### config.mk
export PLATFORM = sky130hd
export DESIGN_NAME = irq_ctrl
export DESIGN_NICKNAME = d
export VERILOG_FILES = /design/src/rtl/irq_ctrl_pkg.sv /design/src/rtl/irq_status.sv /design/src/rtl/irq_regs.sv /design/src/rtl/irq_out.sv /design/src/rtl/irq_ctrl.sv
export SDC_FILE = /design/constraint.sdc
export NUM_CORES = 1
export LEC_CHECK = 0
export BUFFER_PORTS_ARGS = -buffer_cell sky130_fd_sc_hd__buf_2
export CAP_MARGIN = 10
export CORE_MARGIN = 2
export CORE_UTILIZATION = 47
export DETAILED_ROUTE_END_ITERATION = 12
export PLACE_DENSITY = 0.84
export SKIP_CTS_REPAIR_TIMING = 1
export SKIP_LAST_GASP = 1
export SLEW_MARGIN = 30
export SYNTH_ARGS = -nofsm -noshare
export SYNTH_HDL_FRONTEND = slang
export SYNTH_SLANG_ARGS = --single-unit
### constraint.sdc
create_clock -name clk -period 5.6 [get_ports clk]
set_input_delay 1.4 -clock clk [delete_from_list [all_inputs] [get_ports clk]]
set_output_delay 1.4 -clock clk [all_outputs]
set_load 0.01 [all_outputs]
### src/rtl/irq_ctrl_pkg.sv
package irq_ctrl_pkg;
  localparam int unsigned DW = 32;
  localparam logic [7:0] OFF_ENABLE = 8'h08;
  localparam logic [7:0] OFF_VECTOR = 8'h0C;
  localparam logic [7:0] OFF_STATUS = 8'h10;
  localparam logic [7:0] OFF_CAPS   = 8'h14;
  localparam int unsigned BIT_DAV = 0;
  localparam int unsigned BIT_SVL = 1;
  localparam int unsigned BIT_LOC = 2;
  localparam int unsigned BIT_CRD = 7;
  localparam int unsigned BIT_GLB = 31;
  localparam logic [DW-1:0] SRC_MASK = (32'd1 << BIT_DAV) | (32'd1 << BIT_SVL) |
                                       (32'd1 << BIT_LOC) | (32'd1 << BIT_CRD);
  localparam logic [DW-1:0] EN_MASK  = SRC_MASK | (32'd1 << BIT_GLB);

  function automatic logic [DW-1:0] caps_word(input bit edge_mode, input bit act_low,
                                             input bit burst_static);
    logic [DW-1:0] w;
    w = SRC_MASK;
    w[3 + {edge_mode, act_low}] = 1'b1;
    w[8] = burst_static;
    return w;
  endfunction
endpackage

### src/rtl/irq_status.sv
module irq_status
  import irq_ctrl_pkg::*;
(
  input  logic          clk,
  input  logic          rst,
  input  logic [DW-1:0] ev_vec,
  input  logic          clr_wr,
  input  logic [DW-1:0] clr_data,
  output logic [DW-1:0] sts_q
);
  logic [DW-1:0] ev_m;
  logic [DW-1:0] clr_m;

  assign ev_m  = ev_vec & SRC_MASK;
  assign clr_m = clr_wr ? (clr_data & SRC_MASK) : '0;

  always_ff @(posedge clk) begin
    if (rst) sts_q <= '0;
    else     sts_q <= (sts_q & ~clr_m) | ev_m;
  end

  assert_latch_R2: assert property (@(posedge clk) disable iff (rst)
    (ev_m != '0) |=> ((sts_q & $past(ev_m)) == $past(ev_m)));
  assert_w1c_R3: assert property (@(posedge clk) disable iff (rst)
    clr_wr |=> ((sts_q & $past(clr_data & SRC_MASK & ~ev_m)) == '0));
  assert_only_src_R2: assert property (@(posedge clk) disable iff (rst)
    (sts_q & ~SRC_MASK) == '0);
endmodule

### src/rtl/irq_regs.sv
module irq_regs
  import irq_ctrl_pkg::*;
#(
  parameter int unsigned ADDR_W       = 8,
  parameter bit          EDGE_MODE    = 1'b0,
  parameter bit          ACTIVE_LOW   = 1'b0,
  parameter bit          BURST_STATIC = 1'b1
) (
  input  logic              clk,
  input  logic              rst,
  input  logic [ADDR_W-1:0] bus_addr,
  input  logic              bus_wr,
  input  logic [DW-1:0]     bus_wdata,
  input  logic              bus_rd,
  input  logic [DW-1:0]     sts_q,
  output logic              sts_wr,
  output logic [DW-1:0]     en_q,
  output logic [DW-1:0]     bus_rdata
);
  localparam logic [DW-1:0] CAPS = caps_word(EDGE_MODE, ACTIVE_LOW, BURST_STATIC);
  localparam int unsigned   VW   = 8;

  logic [VW-1:0] vec_q;
  logic          sel_en, sel_vec, sel_sts, sel_cap;
  logic [DW-1:0] rd_mux;

  assign sel_en  = bus_addr == ADDR_W'(OFF_ENABLE);
  assign sel_vec = bus_addr == ADDR_W'(OFF_VECTOR);
  assign sel_sts = bus_addr == ADDR_W'(OFF_STATUS);
  assign sel_cap = bus_addr == ADDR_W'(OFF_CAPS);
  assign sts_wr  = bus_wr && sel_sts;

  always_ff @(posedge clk) begin
    if (rst) begin
      en_q  <= '0;
      vec_q <= '0;
    end else if (bus_wr) begin
      if (sel_en)  en_q  <= bus_wdata & EN_MASK;
      if (sel_vec) vec_q <= bus_wdata[VW-1:0];
    end
  end

  always_comb begin
    rd_mux = '0;
    if (sel_en)  rd_mux = en_q;
    if (sel_vec) rd_mux = {{(DW-VW){1'b0}}, vec_q};
    if (sel_sts) rd_mux = sts_q;
    if (sel_cap) rd_mux = CAPS;
  end

  always_ff @(posedge clk) begin
    if (rst)         bus_rdata <= '0;
    else if (bus_rd) bus_rdata <= rd_mux;
  end

  assert_vector_R8: assert property (@(posedge clk) disable iff (rst)
    (bus_wr && sel_vec) |=> (vec_q == $past(bus_wdata[VW-1:0])));
  assert_en_bits_R9: assert property (@(posedge clk) disable iff (rst)
    (en_q & ~EN_MASK) == '0);
  assert_rd_hold_R12: assert property (@(posedge clk) disable iff (rst)
    !bus_rd |=> $stable(bus_rdata));
endmodule

### src/rtl/irq_out.sv
module irq_out #(
  parameter bit EDGE_MODE  = 1'b0,
  parameter bit ACTIVE_LOW = 1'b0
) (
  input  logic clk,
  input  logic rst,
  input  logic req,
  output logic act_q,
  output logic irq
);
  generate
    if (EDGE_MODE) begin : g_edge
      logic req_d;
      always_ff @(posedge clk) begin
        if (rst) begin
          req_d <= 1'b0;
          act_q <= 1'b0;
        end else begin
          req_d <= req;
          act_q <= req && !req_d;
        end
      end
      assert_one_cycle_R6: assert property (@(posedge clk) disable iff (rst)
        act_q |=> !act_q);
    end else begin : g_level
      always_ff @(posedge clk) begin
        if (rst) act_q <= 1'b0;
        else     act_q <= req;
      end
      assert_follow_R5: assert property (@(posedge clk) disable iff (rst)
        req |=> act_q);
    end
  endgenerate

  assign irq = act_q ^ ACTIVE_LOW;
endmodule

### src/rtl/irq_ctrl.sv
module irq_ctrl
  import irq_ctrl_pkg::*;
#(
  parameter int unsigned ADDR_W       = 8,
  parameter bit          EDGE_MODE    = 1'b0,
  parameter bit          ACTIVE_LOW   = 1'b0,
  parameter bit          BURST_STATIC = 1'b1
) (
  input  logic              clk,
  input  logic              rst,
  input  logic [ADDR_W-1:0] bus_addr,
  input  logic              bus_wr,
  input  logic [31:0]       bus_wdata,
  input  logic              bus_rd,
  output logic [31:0]       bus_rdata,
  input  logic              ev_data_avail,
  input  logic              ev_sts_valid,
  input  logic              ev_loc_change,
  input  logic              ev_cmd_ready,
  output logic              irq
);
  logic [DW-1:0] ev_vec, sts_q, en_q;
  logic          sts_wr, req, act_q;

  always_comb begin
    ev_vec          = '0;
    ev_vec[BIT_DAV] = ev_data_avail;
    ev_vec[BIT_SVL] = ev_sts_valid;
    ev_vec[BIT_LOC] = ev_loc_change;
    ev_vec[BIT_CRD] = ev_cmd_ready;
  end

  irq_regs #(.ADDR_W(ADDR_W), .EDGE_MODE(EDGE_MODE), .ACTIVE_LOW(ACTIVE_LOW),
             .BURST_STATIC(BURST_STATIC)) u_regs (
    .clk(clk), .rst(rst), .bus_addr(bus_addr), .bus_wr(bus_wr),
    .bus_wdata(bus_wdata), .bus_rd(bus_rd), .sts_q(sts_q), .sts_wr(sts_wr),
    .en_q(en_q), .bus_rdata(bus_rdata));

  irq_status u_sts (
    .clk(clk), .rst(rst), .ev_vec(ev_vec), .clr_wr(sts_wr),
    .clr_data(bus_wdata), .sts_q(sts_q));

  assign req = en_q[BIT_GLB] && ((sts_q & en_q & SRC_MASK) != '0);

  irq_out #(.EDGE_MODE(EDGE_MODE), .ACTIVE_LOW(ACTIVE_LOW)) u_out (
    .clk(clk), .rst(rst), .req(req), .act_q(act_q), .irq(irq));

  assert_global_gate_R4: assert property (@(posedge clk) disable iff (rst)
    !en_q[BIT_GLB] |=> !act_q);
  assert_polarity_R7: assert property (@(posedge clk) disable iff (rst)
    !act_q |-> (irq == ACTIVE_LOW));
endmodule

# Word-level counts from Yosys, hierarchy flattened

Index checks and enable logic that the tools add are counted.
Widths: inputs -> output; s select.

Word-level logic and storage cells: 23
Output and inout port bits: 33
Input port bits: 48
Register bits after elaboration: 78

Reduce and logical (&&, ||, !) cells: 5
Equal/unequal tests: 4
Mux-type cells: 5
Bitwise operators: 4

Operator list:

| operator           | number |
|---|---|
| $mux 32            | 4 |
| $and 32x32->32     | 1 |
| $not 32->32        | 1 |
| $or 32x8->32       | 1 |
| $reduce_bool 32->1 | 1 |
| $eq 8x4->1 const B | 2 |
| $eq 8x5->1 const B | 2 |
| $and 8x8->8        | 1 |
| $mux 8             | 1 |
| $reduce_and 2->1   | 2 |
| $logic_and 1x1->1  | 2 |

# Longest topological paths before layout

Word-level depth: 6
Gate-level depth with buffers: 5
Mapped depth without buffers: 3

# Modules after synthesis

From an unflattened synthesis, not the netlist that was laid out.

Cells, all modules: 253
Area total of the unflattened synthesis: 2479.9 sq um

Modules (own cells, without submodules):

| module     | cells an instance | sequential area each (sq um) | instances | area each (sq um) |
|---|---|---|---|---|
| irq_regs   | 201               | 900.9                        | 1         | 2053.2 |
| irq_status | 45                | 80.1                         | 1         | 359.1 |
| irq_out    | 3                 | 20.0                         | 1         | 41.3 |
| irq_ctrl   | 4                 | 0.0                          | 1         | 26.3 |

# Worst setup path after synthesis

No wires, ideal clock.

Path type: input -> register
From: input port bus_addr[7]
To: register u_regs.en_q[31]
Arrival time: 2796 ps
Stages on the path: 5
Required time: 5481 ps
Slack: 2685 ps
Library setup time: 119 ps
Path buffers: 2
Path through: or4_4 buf_6 or4_4 buf_6 mux2i_1

Word-level cells in the longest chain between the ends: 2

Ends and longest elaborated chain:

| item                              | RTL line       | text |
|---|---|---|
| start, declared                   | irq_ctrl.sv:11 | `input logic [ADDR_W-1:0] bus_addr,` |
| $eq 8x4->1                        | irq_regs.sv:27 | `assign sel_en = bus_addr == ADDR_W'(OFF_ENABLE);` |
| $reduce_and 2->1 (no source line) | -              |  |
| end signal, assigned              | irq_regs.sv:38 | `if (sel_en) en_q <= bus_wdata & EN_MASK;` |
| end, declared                     | irq_regs.sv:17 | `output logic [DW-1:0] en_q,` |

No other way between the ends.
A chain may end at the register's enable or synchronous reset.

# Worst setup path in the final report

From: input port bus_addr[7]
To: register u_regs.vec_q[0]

Word-level cells in the longest chain between the ends: 2

Ends and longest elaborated chain:

| item                              | RTL line       | text |
|---|---|---|
| $eq 8x4->1                        | irq_regs.sv:28 | `assign sel_vec = bus_addr == ADDR_W'(OFF_VECTOR);` |
| $reduce_and 2->1 (no source line) | -              |  |
| end signal, assigned              | irq_regs.sv:39 | `if (sel_vec) vec_q <= bus_wdata[VW-1:0];` |
| end, declared                     | irq_regs.sv:23 | `logic [VW-1:0] vec_q;` |

No other way between the ends.

==> impl_metrics.py <==
metrics = {
    "timing": {
        "fin_ws_ns": 2.84,
        "final.setup_skew_ns": 0.00222,
        "worst_slew_pin_slew_ns": 0.732,
        "setup_tns_ns": 0,
        "final_hold_viol_count": 0,
        "setup_violations": 0,
        "timing.final.crit_period_ns": 2.76,
        "report.final.slew_viol_count": 0,
        "max_freq_mhz": 362,
        "worst_slew_margin_rel_pct": 50.9,
        "finalCritPeriodShare_pct": 49.3,
        "rsz0062_at_grt": "false",
    },
    "routing": {
        "postRouteAntennaNets": 0,
        "detail_route.wl_per_cell_um": 11.2,
        "drt-vias-per-instance": 4.79,
        "drt_iter0_markers": 44,
        "drt-pass1-iter-count": 4,
        "routed_wl_mm": 2.59,
        "vias": 1107,
        "drc_errors": 0,
    },
    "min_path": {
        "hold_depth": 2,
        "min_path_type": "register to register",
    },
    "cells_and_area": {
        "fillCellCount": 303,
        "antenna_cells": 0,
        "seqCellArea_um2": 561,
        "drive_above_1_share_pct": 23.5,
        "finalNetCount": 236,
        "flow.area_growth_from_synthesis_pct": 8.85,
        "multiInputGateArea_um2": 769,
    },
    "logic_synthesis": {
        "synth_top_cells_by_area": "dfxtp_1, mux2i_1, buf_4, nand2b_1, nor2_1",
        "ys_ff_latch": 28,
        "part_of_the_yosys_area_used_for_sequential_elements_pct": 37.8,
        "synth_enable_flop_cells": 0,
        "ys_warn_count": 0,
        "ffs_w_async_s_r_synth_pct": 0,
        "synth_flop_cell": "dfxtp_1",
        "synth_top_area_share_pct": 37.8,
        "synthesis.area_per_instance_um2": 9.39,
        "netlist_area_um2": 1480,
        "netlist-cell-type-count": 25,
        "synthCells": 158,
        "post-synth-top-area-cell": "dfxtp_1",
    },
    "critical_path": {
        "worstSetupEndpointType": "register",
        "startpoint_type": "input pin",
        "worst-endpoint-arrival_ns": 3.03,
        "reg2regPathDepth": 3,
        "setup_cp_type": "input pin to register",
        "critical_path.max_fanout": 8,
        "critPathRequiredTime_ns": 5.87,
    },
    "clock_network": {
        "max_buffers_root_to_sink": 2,
        "clk_pin_slew_worst_paths_ns": 0.14,
        "cts_htree_levels": 1,
        "tritoncts_num_sinks": 28,
        "worst_skew_pair.late_latency_ns": 0.33,
        "clock_tree.root_cell": "clkbuf_4",
        "cts_buffers": 3,
        "cts_tree": "yes",
    },
    "pwr": {
        "share_comb_of_total_power_pct": 11.5,
        "vdd_ir_drop_max_uv": 88.1,
        "power.density_nw_per_um2": 210,
        "sw_share_pct": 24.5,
        "net-switching-power_mw": 0.0832,
        "seq_power_share_pct": 59.8,
        "internal_power_mw": 0.257,
        "power_leakage_nw": 0.683,
        "power.share.clock_pct": 28.7,
    },
    "grt": {
        "global_route.usage.total_pct": 16.1,
        "number_of_antenna_violations_at_the_first_check_in_global_routing": 0,
        "grt_max_degree": 38,
        "grt_pass1_wl_mm": 4.40,
        "number_of_global_route_vias_before_repair": 1007,
        "grt-ovfl-total": 0,
    },
    "floorplan": {
        "die_height_um": 60.2,
        "chipWidth_um": 60.2,
        "core_area_um2": 3030,
        "fp-row-count": 20,
        "initial_utilization_pct": 49.0,
        "num_io_pins": 81,
        "floorplan.die_area_um2": 3620,
    },
    "place": {
        "final_weighted_congestion_in_routability_driven_placement": 0.703,
        "dpl_hpwl_mm": 1.94,
        "place_worst_setup_slack_ns": 2.49,
        "buffer_ports.inserted": 35,
    },
    "flow_run": {
        "maxCapViolations": 0,
    },
    "status": {
        "outcome": "finished, final reports clean",
    },
}
==> cell usage in the layout, fill, tap and decap left out <==
master     count
nor2b_1        4
a21oi_1        2
clkbuf_8       1
o31ai_1        5
nand4bb_1      1
or4_1          1
dfxtp_1       28
or3b_2         2
or4_4          2
mux2i_1       17
inv_1          5
nand2_1        4
nand2b_1      26
o22a_1         4
a22oi_1        2
nor4_4         1
or4b_1         1
buf_2         35
o21a_1         1
a311oi_1       4
nor2_1        11
o32ai_1        4
conb_1        22
nand3b_1       1
clkbuf_4       3
==> power groups by stage <==
| stage | clock network (mW) | logic [mW] | registers [mW] |
|---|---|---|---|
| after detailed placement | 0 | 0.0388 | 0.208 |
| after global placement | 0 | 0.0380 | 0.208 |
| after CTS | 0.0982 | 0.0390 | 0.203 |
| after floorplan | 0 | 0.0379 | 0.207 |
| final | 0.0977 | 0.0390 | 0.203 |
| after global routing | 0.106 | 0.0441 | 0.204 |
==> worst max-delay path, cell delays in order <==
cell	delay, ns
buf_2	0.10
or4_4	0.58
nor4_4	0.69
mux2i_1	0.26
==> layer usage <==
| layer | vias to the layer above | global-route usage (%) | share of wire [%] |
|---|---|---|---|
| met3 | 5 | 0.866 | 5.1 |
| met5 | - | 0 | 0 |
| met4 | 0 | 8.57 | 2.2 |
| li1 | 560 | - | - |
| met1 | 502 | 20.6 | 48 |
| met2 | 40 | 27.0 | 45 |
==> cell families (layout without fill, tap and decap cells) <==
logic type / count (synthesis) / count (layout) / share of synthesized area [%]
simple gates: 54 / 54 / 23.0
mux: 17 / 17 / 11.5
compound gates: 22 / 22 / 11.8
flops: 28 / 28 / 37.8
buf+inv: 36 / 44 / 15.7
other cells: 1 / 22 / 0.253
==> synthesized netlist by cell type, types with 4 or more instances <==
cell type,count
nor2b_1,4
mux2i_1,17
clkbuf_1,7
o31ai_1,5
nand2b_1,26
a311oi_1,4
o32ai_1,4
inv_1,5
o22a_1,4
nand2_1,4
dfxtp_1,28
nor2_1,11
buf_4,22
==> final cells by class <==
cell class / count / area share, %
sequential: 28 / 34.7
multi-input combinational: 115 / 47.6
tap: 44 / 3.41
timing repair buffer: 35 / 10.8
inverter: 5 / 1.16
clock buffer: 4 / 2.25
==> through the flow <==
stage	total power, mW	cells	hold WS, ns	utilization [%]	cell area (um2)
finish	0.340	231	0.470	53.3	1620
detailed placement	0.247	227	0.441	52.1	1580
global placement	0.246	227	0.432	52.1	1580
CTS	0.341	231	0.469	53.3	1620
global route	0.354	231	0.506	53.3	1620
floorplan	0.245	179	0.448	-	1560
==> registers in the layout, indices dropped and copies added (netlist names) <==
signal	flops
u_regs.bus_rdata	10
u_sts.sts_q	4
u_out.act_q	1
u_regs.vec_q	8
u_regs.en_q	5
==> path summary, 6_finish.rpt <==
check	startpoint	to	slack (ns)
worst max-delay path	bus_addr[7]	u_regs.vec_q[0]	2.84
worst min-delay path	u_regs.bus_rdata[5]	u_regs.bus_rdata[5]	0.47
worst max register to register	u_regs.en_q[31]	u_regs.bus_rdata[31]	4.59
worst min register to register	u_regs.bus_rdata[5]	u_regs.bus_rdata[5]	0.47
(Power assumes the default switching activity.)
